## src/rtl/prio_group_arb.sv

```systemverilog
module prio_group_arb #(
  parameter int ID_BASE    = 32,
  parameter int SPREAD_BIT = 0
) (
  input  logic        clk,
  input  logic        rst_n,
  input  logic [7:0]  req,
  input  logic        wr_en,
  input  logic [1:0]  addr,
  input  logic [31:0] wdata,
  output logic [31:0] rdata,
  output logic [6:0]  vector,
  output logic        irq
);
  localparam int N = 8;
  localparam logic [6:0] BASE7 = 7'(ID_BASE);
  localparam logic [6:0] LAST7 = 7'(ID_BASE + N - 1);
  localparam logic [1:0] A_SLOT = 2'd0, A_CFG = 2'd1, A_VEC = 2'd2;
  localparam logic [31:0] SLOT_WMASK = 32'hFFF0_FFF0;
  localparam logic [31:0] CFG_WMASK  = 32'h7F00_0000 | (32'd1 << SPREAD_BIT);

  function automatic int slot_lsb(input int p);
    return (p < 4) ? 20 + (3 - p) * 3 : 4 + (7 - p) * 3;
  endfunction

  function automatic logic [31:0] identity_map();
    logic [31:0] v = '0;
    for (int p = 0; p < N; p++) v |= 32'(p) << slot_lsb(p);
    return v;
  endfunction

  localparam logic [31:0] SLOT_RESET = identity_map();

  logic [31:0] slot_q, cfg_q;
  logic [2:0]  slot_src [N];
  logic [6:0]  promo_id;
  logic        promo_hit, found;
  logic [2:0]  win;

  always_ff @(posedge clk or negedge rst_n) begin
    if (!rst_n) begin
      slot_q <= SLOT_RESET;
      cfg_q  <= '0;
    end else if (wr_en) begin
      if (addr == A_SLOT) slot_q <= wdata & SLOT_WMASK;
      if (addr == A_CFG)  cfg_q  <= wdata & CFG_WMASK;
    end
  end

  for (genvar p = 0; p < N; p++) begin : g_slot
    localparam int LSB = slot_lsb(p);
    assign slot_src[p] = slot_q[LSB +: 3];
  end

  assign promo_id  = cfg_q[30:24];
  assign promo_hit = (promo_id >= BASE7) && (promo_id <= LAST7) &&
                     req[promo_id[2:0] - BASE7[2:0]];

  always_comb begin
    found = 1'b0;
    win   = '0;
    for (int p = 0; p < N; p++) begin
      if (!found && req[slot_src[p]]) begin
        found = 1'b1;
        win   = slot_src[p];
      end
    end
  end

  assign vector = promo_hit ? promo_id : found ? (BASE7 + {4'd0, win}) : 7'd0;
  assign irq    = (vector != 7'd0);

  always_comb begin
    case (addr)
      A_SLOT:  rdata = slot_q;
      A_CFG:   rdata = cfg_q;
      A_VEC:   rdata = {25'd0, vector};
      default: rdata = '0;
    endcase
  end

  AST_IRQ_NEEDS_REQ: assert property (@(posedge clk) disable iff (!rst_n)
    irq |-> (req != 8'd0));
  AST_IDLE_ZERO: assert property (@(posedge clk) disable iff (!rst_n)
    (req == 8'd0) |-> (vector == 7'd0 && !irq));
  AST_WINNER_REQUESTING: assert property (@(posedge clk) disable iff (!rst_n)
    irq |-> (vector >= BASE7 && vector <= LAST7 && req[vector[2:0] - BASE7[2:0]]));
  AST_PROMOTED_WINS: assert property (@(posedge clk) disable iff (!rst_n)
    (cfg_q[30:24] >= BASE7 && cfg_q[30:24] <= LAST7 && req[cfg_q[26:24] - BASE7[2:0]])
    |-> (vector == cfg_q[30:24]));
  AST_SLOT_HOLD: assert property (@(posedge clk) disable iff (!rst_n)
    !(wr_en && addr == A_SLOT) |=> $stable(slot_q));
  AST_VEC_READ: assert property (@(posedge clk) disable iff (!rst_n)
    (addr == A_VEC) |-> (rdata == {25'd0, vector}));
endmodule

```

## config.mk

```make
export PLATFORM = sky130hd
export DESIGN_NAME = prio_group_arb
export DESIGN_NICKNAME = d
export VERILOG_FILES = /design/src/rtl/prio_group_arb.sv
export SDC_FILE = /design/constraint.sdc
export NUM_CORES = 1
export LEC_CHECK = 0
export BUFFER_PORTS_ARGS = -buffer_cell sky130_fd_sc_hd__buf_2
export CELL_PAD_IN_SITES_DETAIL_PLACEMENT = 1
export CELL_PAD_IN_SITES_GLOBAL_PLACEMENT = 1
export CORE_ASPECT_RATIO = 0.6
export CORE_UTILIZATION = 40
export DETAILED_ROUTE_END_ITERATION = 8
export PLACE_DENSITY_LB_ADDON = 0.08
export RECOVER_POWER = 50
export SLEW_MARGIN = 20
export SYNTH_ARGS = -nofsm -noshare
export SYNTH_HDL_FRONTEND = slang
export SYNTH_SLANG_ARGS = --single-unit
```

## constraint.sdc

```tcl
create_clock -name clk -period 2.9 [get_ports clk]
set_input_delay 0.29 -clock clk [delete_from_list [all_inputs] [get_ports clk]]
set_output_delay 0.29 -clock clk [all_outputs]
set_load 0.01 [all_outputs]
```

After elaboration in Yosys (flattened, before gate mapping)
Index checks and enable logic that the tools add are counted.
Operators by class
  multiply operators: 0
  order comparisons: 11
  add/subtract/negate cells: 1
  muxes and demuxes: 37
  equal/unequal tests: 2
  bitwise logic cells: 0
  reduce and logical (&&, ||, !) cells: 20
  shift-type cells: 0
  divide/modulo/power cells: 0
Operator list (count)
  $pmux 32 s3: 1
  $lt 3x4->1 const B: 9
  $bmux 1 s3: 9
  $mux 3: 8
  $mux 1: 17
  $mux 7: 2
  $logic_and 1x1->1: 9
  $add 6x3->7 const A: 1
  $ge 7x6->1 const B: 1
  $le 7x6->1 const B: 1
  $logic_not 1->1: 7
  $reduce_bool 7->1: 1
  $reduce_and 2->1: 2
  $eq 2x1->1 const B: 1
  $eq 2x2->1 const B: 1
  $logic_not 2->1: 1
Storage, ports and cells
  memories kept: 0
  logic and storage cells: 73
  register bits after elaboration: 32
  input bits: 45
  latch bits: 0
  ROM bits: 0
  bits in writable memories: 0

Depth between registers and ports, before layout
  depth in word-level cells: 28
  mapped depth: 9
  gate-level depth less buffers: 7

Worst setup path before layout
No wires, ideal clock.
  path kind: flip-flop to output port
  start point: register slot_q[20]
  end point: output port rdata[5]
  data required time: 2.610 ns
  setup slack: 0.250 ns
  arrival time: 2.360 ns
  cell stages (with the launch flop): 8
  path through: dfstp_2 mux4_1 mux2i_1 and2_4 nand2b_4 or4_4 mux2i_1 nor2_1
Between the ends
  word-level cells in the longest chain between the ends: 20
  elaborated cells on any way between the ends: 25
  those cells by class: add/sub: 1; mux: 15; reduce/logical: 9
Ends and longest elaborated chain
  start: declaration: RTL line 34  | logic [31:0] slot_q, cfg_q;
  start signal: assignment: RTL line 45  | if (addr == A_SLOT) slot_q <= wdata & SLOT_WMASK;
  $bmux 1 s3: RTL line 63  | if (!found && req[slot_src[p]]) begin
  $mux 1 (not written as such): RTL line 63
  $logic_and 1x1->1: RTL line 63
  $mux 1: RTL line 63
  $logic_not 1->1: RTL line 63
  $logic_and 1x1->1: RTL line 63
  $mux 1: RTL line 63
  $logic_not 1->1: RTL line 63
  (+4 left out)
  $mux 1: RTL line 63
  $logic_not 1->1: RTL line 63
  $logic_and 1x1->1: RTL line 63
  $mux 3: RTL line 63
  $add 6x3->7: RTL line 70  | assign vector = promo_hit ? promo_id : found ? (BASE7 + {4'd0, win}) : 7'd0;
  $mux 7 (*) (2 in series): RTL line 70
  net vector[5]: RTL line 12  | output logic [6:0] vector,
  $pmux 32 s3 (*): RTL line 74  | case (addr)
  end: declaration: RTL line 11  | output logic [31:0] rdata,
The timed path passes the listed nets; every way through them passes the cells marked *. The select of a mux whose other input is x is not followed.

Worst setup path in the final report
  start point: register slot_q[26]
  end point: output port rdata[5]
Between the ends
  word-level cells in the longest chain between the ends: 26
  elaborated cells on any way between the ends: 33
  those cells by class: add/sub: 1; mux: 19; reduce/logical: 13
Ends and longest elaborated chain (RTL line)
  $bmux 1 s3: 63
  $mux 1 (not written as such): 63
  $logic_and 1x1->1: 63
  $mux 1: 63
  $logic_not 1->1: 63
  $logic_and 1x1->1: 63
  $mux 1: 63
  $logic_not 1->1: 63
  (+9 left out)
  $logic_and 1x1->1: 63
  $mux 1: 63
  $logic_not 1->1: 63
  $logic_and 1x1->1: 63
  $mux 3: 63
  $add 6x3->7: 70
  $mux 7 (*) (2 in series): 70
  $pmux 32 s3 (*): 74
Every way passes the cells marked *; elsewhere a longest branch is shown, timed or not. The select of a mux whose other input is x is not followed.

==> results.md <==
- Vias in the first global route: 2,227
- RSZ-0062 raised after global routing: true
- Grt total ovfl: 0
- Worst-case clock buffer depth: 2
- Worst reg2reg setup slack: 1.74 ns
- First-pass GRT wire length: 12,630 um
- Fin. Hold Viols: 0
- Dpl cell area: 0.003156 mm^2
- Final hold slack: 0.2374 ns
- CTS Buf Count: 5
- Max-cap violations: 1
- Detailed Place HPWL: 6075 um
- Die footprint: 0.007155 mm^2
- Critical path fanouts, max: 4
- Setup crit end: rdata[5]
- Clock Sinks: 32
- Rows: 22
- Drc violations: 0
- Flops & latches, synth: 32
- Vias per inst: 5.753
- Skew-Pair Late Insertion Delay: between 0.2 and 0.3 ns
- Core Region: around 0.0063 mm^2
- PortBufs: 69
- Diode count: 0
- Ys flop type: dfrtp_1
- CTS Hold Bufs: 0
- Power Total: 2.246 mW
- Yosys warns: 0
- Post-synth EDFFs: 0
- Hold crit path type: primary input to flip-flop
- Worst-Margin Slew: 1.841 ns
- Largest net degree at the start of global routing: 33
- Starting DRC count in detailed routing: 87
- All-layer global routing usage: 24.28%
- Die width: 108.5 um
- LEAKAGE: between 1.5 and 2 nW
- Fmax: 323.0 MHz
- Failing checks: max-capacitance violations, max-slew violations, negative setup slack
- Initial core utilization: 43.02%
- Share of cells above drive strength 1: between 50% and 60%
- Worst rel slew slack: -22.73%
- CTS tree: done
- Post-DRT Antenna Nets: 0
- Status: finished with violations
- Crit Path Class: flip-flop to primary output
- Die Ht: 65.92 um
- M1 GR Usage: 37.87%
- Worst-path clk slew: 0.05 ns
- CP Launch Type: flip-flop
- PwrDens: 639.4 mW/mm^2
- Commonest non-fill, non-tap cell in the layout: buf_2
- Design Area, Final: 0.003512 mm^2
- Total wire length: around 8500 um
- R2R Path Start: slot_q[26]$_DFFE_PN1P_
- Peak VDD IR: about 0.00026 V
- Grt peak-use layer: met1
- Drt wl/cell: 20.84 um
- CP Data Required Time: 2.61 ns
- Pins Over Slew Limit: 33
- Count of final setup violators: 8
- Met3 Use GR: 7.586%
- Final nets: ~370
- Met2 usage: 30.46%
- H-tree level count: 2
- Tcrit/Tclk final: 106.7%
- Post-layout min period: approximately 3.1 ns
- Clk root buf: clkbuf_16
- Setup ws final: -0.1957 ns
- Capturing point of the worst reg2reg path: slot_q[26]$_DFFE_PN1P_
- Post-synthesis sequential area ratio: 29.95%
- CP Data Arrival Time: 2.81 ns
- Mean area per synthesized cell: 11.40 um^2
- Worst Setup End Kind: primary output
- Yosys cell types: 52
- Fin Clk Skew: 0 ns
- Total number of vias: 2,353
- Final setup TNS: -0.9014 ns
- Synth async-reset ratio: 100.0%
- Top-Level Pins: 85
- Worst Reg-to-Reg Cells: 4
- GPL Wtd Cong: about 0.86
- Fin cells: 409
- Synth Instances: 239
- DP Cell Count: 389
- First-pass detailed-route iteration total: 4
- Most frequent cells in the layout: buf_2 (68), mux2_2 (32), buf_4 (24)
- Antenna violations before repair: 0
- Area delta synth->final: 28.94%
- Critical Path Start: slot_q[26]$_DFFE_PN1P_
- Synthesized cell area: around 0.0027 mm^2
[through the flow]
| stage | worst slack, ns | utilization [%] |
|---|---|---|
| 6_report | -0.1957 | 55.47 |
| 5_1_grt | -0.2880 | 55.47 |
| 4_1_cts | -0.1669 | 53.68 |
| 3_5_place_dp | 0.04742 | 49.84 |
| 3_3_place_gp | 0.1231 | 49.84 |
| 2_1_floorplan | 0.2504 | - |
[synth_stat cells, types with 2 or more instances]
master / number / area (um^2)
a211oi_1: 2 / 15.01
a21oi_1: 5 / 25.02
a2bb2oi_1: 2 / 17.52
a31oi_1: 4 / 25.02
and2_1: 15 / 93.84
and3_1: 3 / 18.77
buf_2: 5 / 25.02
buf_4: 10 / 75.07
buf_6: 2 / 22.52
clkbuf_1: 5 / 18.77
dfrtp_1: 20 / 500.5
dfstp_2: 12 / 315.3
inv_1: 5 / 18.77
mux2_2: 33 / 371.6
mux2i_1: 17 / 170.2
mux2i_4: 3 / 67.56
mux4_1: 11 / 289.0
mux4_2: 9 / 202.7
nand2_1: 18 / 67.56
nand2b_1: 3 / 18.77
nand3_1: 2 / 10.01
nand3b_1: 3 / 22.52
nor2_1: 15 / 56.30
nor2b_1: 3 / 18.77
nor3_1: 2 / 10.01
o21ai_0: 4 / 20.02
[worst max-delay path, stage by stage (launching register included)]
cell and delay, ns:
dfstp_2 0.61, mux4_2 0.57, mux2i_4 0.21, nand3_4 0.10
nand2b_4 0.18, or4_4 0.50, mux2i_1 0.16, nor2_1 0.05
buf_2 0.15
[worst min path at each step]
stage / slack [ns] / cells past startpoint / end / startpoint
after floorplan: -0.006 / 0 / cfg_q[0]$_DFFE_PN0P_ / rst_n
after global routing: 0.24 / 2 / slot_q[23]$_DFFE_PN0P_ / wdata[23]
after global placement: 0.40 / 1 / slot_q[11]$_DFFE_PN0P_ / rst_n
final: 0.24 / 3 / slot_q[11]$_DFFE_PN0P_ / wdata[11]
after detailed placement: 0.41 / 1 / slot_q[11]$_DFFE_PN0P_ / rst_n
after CTS: 0.11 / 1 / slot_q[11]$_DFFE_PN0P_ / rst_n
[where the power goes]
group / leakage, nW / internal (mW) / total [mW] / switching (mW)
Sequential: 0.364 / 0.557 / 0.707 / 0.151
Clock: 0.0712 / 0.342 / 0.533 / 0.191
Combinational: 1.15 / 0.541 / 1.00 / 0.464
[layout make-up]
class | instances | area, um^2
multi-input cells | 185 | 1887
well taps | 84 | 105.1
flip-flops and latches | 32 | 815.8
repair buffers | 95 | 539.3
clock buffers | 8 | 146.4
inverters | 5 | 18.77
fillers | 705 | 2819
[sequential cells by signal, indices dropped and copies added, names as in the netlist]
signal / count
slot_q: 24
cfg_q: 8
[routing by layer]
| layer | part of all wire [%] | vias up | routed length [um] |
|---|---|---|---|
| met4 | 1.2 | 0 | 99 |
| li1 | - | 1069 | - |
| met1 | 51 | 1180 | 4373 |
| met3 | 7.3 | 12 | 625 |
| met5 | 0 | - | 0 |
| met2 | 40 | 92 | 3424 |
[what timing repair did]
action                                  4_1_cts  5_1_grt
endpoints found under the setup margin        8        9
buffers inserted                              6        6
gates resized for setup                      14       13
pin swaps                                     7        6
[kinds of logic after synthesis]
group	after synthesis	synth area share (%)
mux	74	40.93
simple gates	73	14.93
flops	32	29.95
compound gates	30	7.855
buf+inv	29	6.201
other cells	1	0.1377
Note: power is estimated with default switching activity, not from simulation.
